--- src/rtl/spe_pkg.sv ---
package spe_pkg;
  localparam int STS_W   = 4;
  localparam int IRQ_W   = 5;
  localparam int SCE_BIT = 30;
  localparam int B_MPE   = 0;
  localparam int B_SERR  = 1;
  localparam int B_RXSCE = 2;
  localparam int B_DPE   = 3;
  localparam int B_SDET  = 4;

  typedef struct packed {
    logic perr;
    logic serr;
  } err_tag_t;
endpackage

--- src/rtl/err_delay_pipe.sv ---
module err_delay_pipe
  import spe_pkg::*;
#(
  parameter int DELAY = 3
) (
  input  logic     clk,
  input  logic     rst,
  input  err_tag_t tag_in,
  output err_tag_t tag_tail,
  output logic     perr_n,
  output logic     serr_n
);
  localparam int STAGES = DELAY - 1;

  err_tag_t stage_q [STAGES];

  generate
    for (genvar i = 0; i < STAGES; i++) begin : g_stage
      if (i == 0) begin : g_head
        always_ff @(posedge clk) begin
          if (rst) stage_q[0] <= '0;
          else     stage_q[0] <= tag_in;
        end
      end else begin : g_body
        always_ff @(posedge clk) begin
          if (rst) stage_q[i] <= '0;
          else     stage_q[i] <= stage_q[i-1];
        end
      end
    end
  endgenerate

  assign tag_tail = stage_q[STAGES-1];

  always_ff @(posedge clk) begin
    if (rst) begin
      perr_n <= 1'b1;
      serr_n <= 1'b1;
    end else begin
      perr_n <= ~tag_tail.perr;
      serr_n <= ~tag_tail.serr;
    end
  end


  perr_follows_tail_chk: assert property (@(posedge clk) disable iff (rst)
    tag_tail.perr |=> !perr_n);

  perr_single_chk: assert property (@(posedge clk) disable iff (rst)
    !tag_tail.perr |=> perr_n);

  serr_with_perr_chk: assert property (@(posedge clk) disable iff (rst)
    !serr_n |-> !perr_n);
endmodule

--- src/rtl/sticky_bank.sv ---
module sticky_bank #(
  parameter int W = 4
) (
  input  logic         clk,
  input  logic         rst,
  input  logic [W-1:0] set_vec,
  input  logic [W-1:0] clr_vec,
  output logic [W-1:0] q
);
  always_ff @(posedge clk) begin
    if (rst) q <= '0;
    else     q <= (q & ~clr_vec) | set_vec;
  end


  set_sticks_chk: assert property (@(posedge clk) disable iff (rst)
    1'b1 |=> ((q & $past(set_vec)) == $past(set_vec)));

  untouched_hold_chk: assert property (@(posedge clk) disable iff (rst)
    1'b1 |=> ((q & ~$past(clr_vec)) == (($past(q) | $past(set_vec)) & ~$past(clr_vec))));
endmodule

--- src/rtl/split_err_responder.sv ---
module split_err_responder
  import spe_pkg::*;
#(
  parameter int DELAY  = 3,
  parameter int ATTR_W = 32
) (
  input  logic              clk,
  input  logic              rst,
  input  logic              dphase_valid,
  input  logic              dphase_err,
  input  logic              txn_is_read,
  input  logic              attr_valid,
  input  logic [ATTR_W-1:0] attr_word,
  input  logic              ctl_perr_resp,
  input  logic              ctl_serr_en,
  input  logic              ctl_recov_en,
  input  logic [STS_W-1:0]  irq_mask,
  input  logic              serr_det_ie,
  input  logic              wr_en,
  input  logic              wr_sel,
  input  logic [IRQ_W-1:0]  wr_data,
  output logic              perr_n,
  output logic              serr_n,
  output logic [STS_W-1:0]  status,
  output logic [IRQ_W-1:0]  irq_status,
  output logic              irq,
  output logic              discard,
  output logic              rd_abort
);
  logic             err_evt;
  logic             sce_evt;
  err_tag_t         tag_in;
  err_tag_t         tag_tail;
  logic [STS_W-1:0] sts_set;
  logic [STS_W-1:0] sts_clr;
  logic [IRQ_W-1:0] irq_set;
  logic [IRQ_W-1:0] irq_clr;

  assign err_evt = dphase_valid & dphase_err;
  assign sce_evt = attr_valid & attr_word[SCE_BIT];

  always_comb begin
    tag_in.perr = err_evt & ctl_perr_resp;
    tag_in.serr = err_evt & ctl_perr_resp & ctl_serr_en & ~ctl_recov_en;
  end

  err_delay_pipe #(.DELAY(DELAY)) u_pipe (
    .clk(clk), .rst(rst), .tag_in(tag_in), .tag_tail(tag_tail),
    .perr_n(perr_n), .serr_n(serr_n)
  );

  always_comb begin
    sts_set          = '0;
    sts_set[B_MPE]   = tag_tail.perr;
    sts_set[B_SERR]  = tag_tail.serr;
    sts_set[B_RXSCE] = sce_evt;
    sts_set[B_DPE]   = err_evt;
    irq_set              = {1'b0, sts_set & ~irq_mask};
    irq_set[B_SDET]      = tag_tail.serr & serr_det_ie;
    sts_clr = (wr_en && !wr_sel) ? wr_data[STS_W-1:0] : '0;
    irq_clr = (wr_en &&  wr_sel) ? wr_data : '0;
  end

  sticky_bank #(.W(STS_W)) u_sts (
    .clk(clk), .rst(rst), .set_vec(sts_set), .clr_vec(sts_clr), .q(status)
  );

  sticky_bank #(.W(IRQ_W)) u_irq (
    .clk(clk), .rst(rst), .set_vec(irq_set), .clr_vec(irq_clr), .q(irq_status)
  );

  always_ff @(posedge clk) begin
    if (rst) begin
      irq      <= 1'b0;
      discard  <= 1'b0;
      rd_abort <= 1'b0;
    end else begin
      irq      <= |((irq_status & ~irq_clr) | irq_set);
      discard  <= err_evt;
      rd_abort <= err_evt & txn_is_read;
    end
  end


  irq_matches_bank_chk: assert property (@(posedge clk) disable iff (rst)
    irq == (irq_status != '0));

  abort_needs_discard_chk: assert property (@(posedge clk) disable iff (rst)
    rd_abort |-> discard);

  mpe_with_pulse_chk: assert property (@(posedge clk) disable iff (rst)
    !perr_n |-> status[B_MPE]);

  serr_sts_with_pulse_chk: assert property (@(posedge clk) disable iff (rst)
    !serr_n |-> status[B_SERR]);

  dpe_after_err_chk: assert property (@(posedge clk) disable iff (rst)
    discard |-> status[B_DPE]);
endmodule

--- config.mk ---
export PLATFORM = sky130hd
export DESIGN_NAME = split_err_responder
export DESIGN_NICKNAME = d
export VERILOG_FILES = /design/src/rtl/spe_pkg.sv /design/src/rtl/err_delay_pipe.sv /design/src/rtl/sticky_bank.sv /design/src/rtl/split_err_responder.sv
export SDC_FILE = /design/constraint.sdc
export NUM_CORES = 1
export LEC_CHECK = 0
export ABC_AREA = 1
export BUFFER_PORTS_ARGS = -buffer_cell sky130_fd_sc_hd__buf_2
export CELL_PAD_IN_SITES_DETAIL_PLACEMENT = 1
export CELL_PAD_IN_SITES_GLOBAL_PLACEMENT = 1
export CORE_UTILIZATION = 19
export DETAILED_ROUTE_END_ITERATION = 7
export GPL_ROUTABILITY_DRIVEN = 0
export PLACE_DENSITY_LB_ADDON = 0.1
export SYNTH_ARGS = -nofsm -noshare
export SYNTH_HDL_FRONTEND = slang
export SYNTH_SLANG_ARGS = --single-unit
--- constraint.sdc ---
create_clock -name clk -period 0.8 [get_ports clk]
set_input_delay 0.08 -clock clk [delete_from_list [all_inputs] [get_ports clk]]
set_output_delay 0.08 -clock clk [all_outputs]
set_load 0.01 [all_outputs]
==> flow_summary.toml <==
[worst_setup_path]
critPathMaxStageDelay_ns = 0.36
critPathTopFamily = "flip-flops"
cp_cell_sequence = "buf_6"
worst_setup_path_end_kind = "output port"
worstSetupPathType = "reg -> out"
cp_max_fo = 2
cp-start-kind = "register"
r2r-start = "u_irq.q[2]$_SDFF_PP0_"
worstPathRequired_ns = 0.72
r2r_slack_ns = -0.02
reg2regPathDepth = 6
rr_endpoint = "irq$_SDFF_PP0_"
arrival_ns = 0.75
path_buf_inv = 1
critPathSlowestCell = "dfxtp_2"

[timing]
slew_viol_final = 0
finalCritPeriodShare_pct = 104
fin_worst_hold_slack_ns = 0.0236
min_period_ns = 0.834
grt_setup_unrepaired = "yes"
final_hold_viol_count = 0
skew_ns = 0.000754
fmax_ghz = 1.20
tightest_slew_ns = 0.129
slew_headroom_pct = 91.3
setup_violations = 15
setup_slack_ns = -0.0340

[detailed_routing]
drt-pass1-iter-count = 3
via_per_inst = 3.97
drt.antenna.violating_nets = 0
drc_errors = 0
drt_iter0_markers = 7
vias = 679
wl_per_cell_um = 10.0
routed_wirelength_um = 1710

[hold_path]
hp-start = "attr_word[30]"
holdPathStages = 3
holdPathEnd = "u_sts.q[2]$_SDFF_PP0_"
min_path_type = "in -> reg"

[clocking]
root_buffer = "clkbuf_4"
numCtsBuffers = 3
clkTransAtPathRegs_ns = 0.10
clock_sinks = 18
postCtsSetupBuffers = 0
cts_buffer_depth = 2
cts_tree = "yes"
clk_latency_ns = 0.29
cts-htree-levels = 1

[status]
violations = "setup timing"
outcome = "finished, violations left"

[layout]
drive_above_1_share_pct = 55.1
final_nets = 182
syn2layout_area_growth_pct = 62.5
antenna_cells = 0

[power_and_ir_drop]
p_per_area_nw_per_um2 = 1530
ir_worst_vdd_v = 0.000515
power.leakage_uw = 0.000533

[floorplan]
rows = 20
fp.dieH_um = 60.7
initial_core_util_pct = 20.8
die_w_um = 60.7
fp.coreArea_um2 = 3150
ios = 67
die_area_um2 = 3680

[global_route]
grt_pass1_vias = 675
antenna_found_initial = 0
grt_usage_pct = 10.5
globalRoute.totalOverflow = 0
grt_pass1_wl_um = 2730
grt_max_degree = 10

[yosys]
synth_nets = 135
yosysTopAreaCellShare_pct = 55.1
seq_area_frac_synth_pct = 55.1
synth-seq-cells = 18
avgSynthCellArea_um2 = 7.98
synth_area_um2 = 654
ys_warn_count = 0
synth_area_leader_cell = "dfxtp_1"
ys_types = 15
syn_inst = 82
ys_top_cells_by_area = "dfxtp_1 55%, nand2_1 14%, nand3_1 8.4%"

[placement]
io_buffers = 35
dp_slack_ns = -0.0663
dp_hpwl_um = 1310

[flow_run]
maxCapViolCount = 0
==> what timing repair did <==
action	CTS	global route
hold buffers	4	0
resized for setup	24	7
pin swaps	1	7
endpoints found under the setup margin	15	15
endpoints found under the hold margin	3	0
==> per-stage QoR <==
| step | cells | total power [uW] | TNS, ns | area [um^2] | utilization, % |
|---|---|---|---|---|---|
| after floorplan | 82 | 1040 | 0 | 654 | - |
| after global placement | 164 | 1150 | -0.0604 | 903 | 28.7 |
| after detailed placement | 164 | 1150 | -0.0773 | 903 | 28.7 |
| after CTS | 171 | 1660 | -0.566 | 1050 | 33.2 |
| after global routing | 171 | 1720 | -0.877 | 1060 | 33.7 |
| final | 171 | 1620 | -0.267 | 1060 | 33.7 |
==> power by group <==
group / total, uW / switching, uW / internal [uW]
clock: 454 / 278 / 175
sequential: 939 / 13.4 / 925
combinational: 231 / 106 / 125
total: 1620 / 398 / 1230
==> worst max path at each step <==
| stage | endpoint | from | slack, ns | depth (start not counted) |
|---|---|---|---|---|
| floorplan | irq$_SDFF_PP0_ | u_irq.q[4]$_SDFF_PP0_ | 0.03 | 6 |
| global placement | irq$_SDFF_PP0_ | wr_en | -0.06 | 8 |
| detailed placement | irq$_SDFF_PP0_ | wr_en | -0.07 | 8 |
| CTS | irq_status[1] | u_irq.q[1]$_SDFF_PP0_ | -0.05 | 1 |
| global route | irq$_SDFF_PP0_ | u_pipe.stage_q[1][0]$_SDFF_PP0_ | -0.08 | 6 |
| finish | irq_status[1] | u_irq.q[1]$_SDFF_PP0_ | -0.03 | 1 |
==> cell usage after synthesis <==
master    instances
buf_6             1
nor2_1            6
a31o_2            1
dfxtp_1          18
nand3_1          11
a21oi_1           5
nor2_2            1
o21ai_0           1
inv_2             1
inv_8             1
inv_1             9
nand3b_1          1
nand2_2           1
nand2_1          24
buf_4             1
==> state kept, by name, indices dropped and copies added, names as in the netlist <==
| name | cells |
|---|---|
| u_irq.q | 5 |
| rd_abort | 1 |
| u_sts.q | 4 |
| u_pipe.serr_n | 1 |
| u_pipe.perr_n | 1 |
| irq | 1 |
| u_pipe.stage_q | 4 |
| discard | 1 |
==> layer usage <==
layer	vias to the layer above	part of all wire, %	track usage [%]
met5	-	0	0
met4	0	2.7	7.79
met3	5	5.3	2.35
met2	22	49	18.5
met1	306	42	10.8
li1	346	-	-
==> cells by family after synthesis <==
group | count (synthesis) | share of synthesized area, %
flip-flops | 18 | 55.1
buffers and inverters | 13 | 10.3
AND/OR/NAND/NOR | 44 | 28.7
AO/OA/AOI/OAI | 7 | 5.93
==> layout make-up <==
cell class | count | area (um^2)
Clock buffer | 3 | 22.5
Inverter | 11 | 48.8
Sequential cell | 18 | 374
Tap cell | 44 | 55.1
Fill cell | 408 | 2090
Timing Repair Buffer | 44 | 309
Multi-Input combinational cell | 51 | 254
==> layout by cell type (no fill, tap or decap), drive strengths merged <==
cell type    netlist  final
buf                2     40
nand2             25     25
dfxtp             18     18
nand3             11     11
inv               11     11
nor2               7      7
a21oi              5      5
dlygate4sd3        0      4
clkbuf             0      3
nand3b             1      1
o21ai              1      1
a31o               1      1
Note: power is estimated with default switching activity, not from simulation.
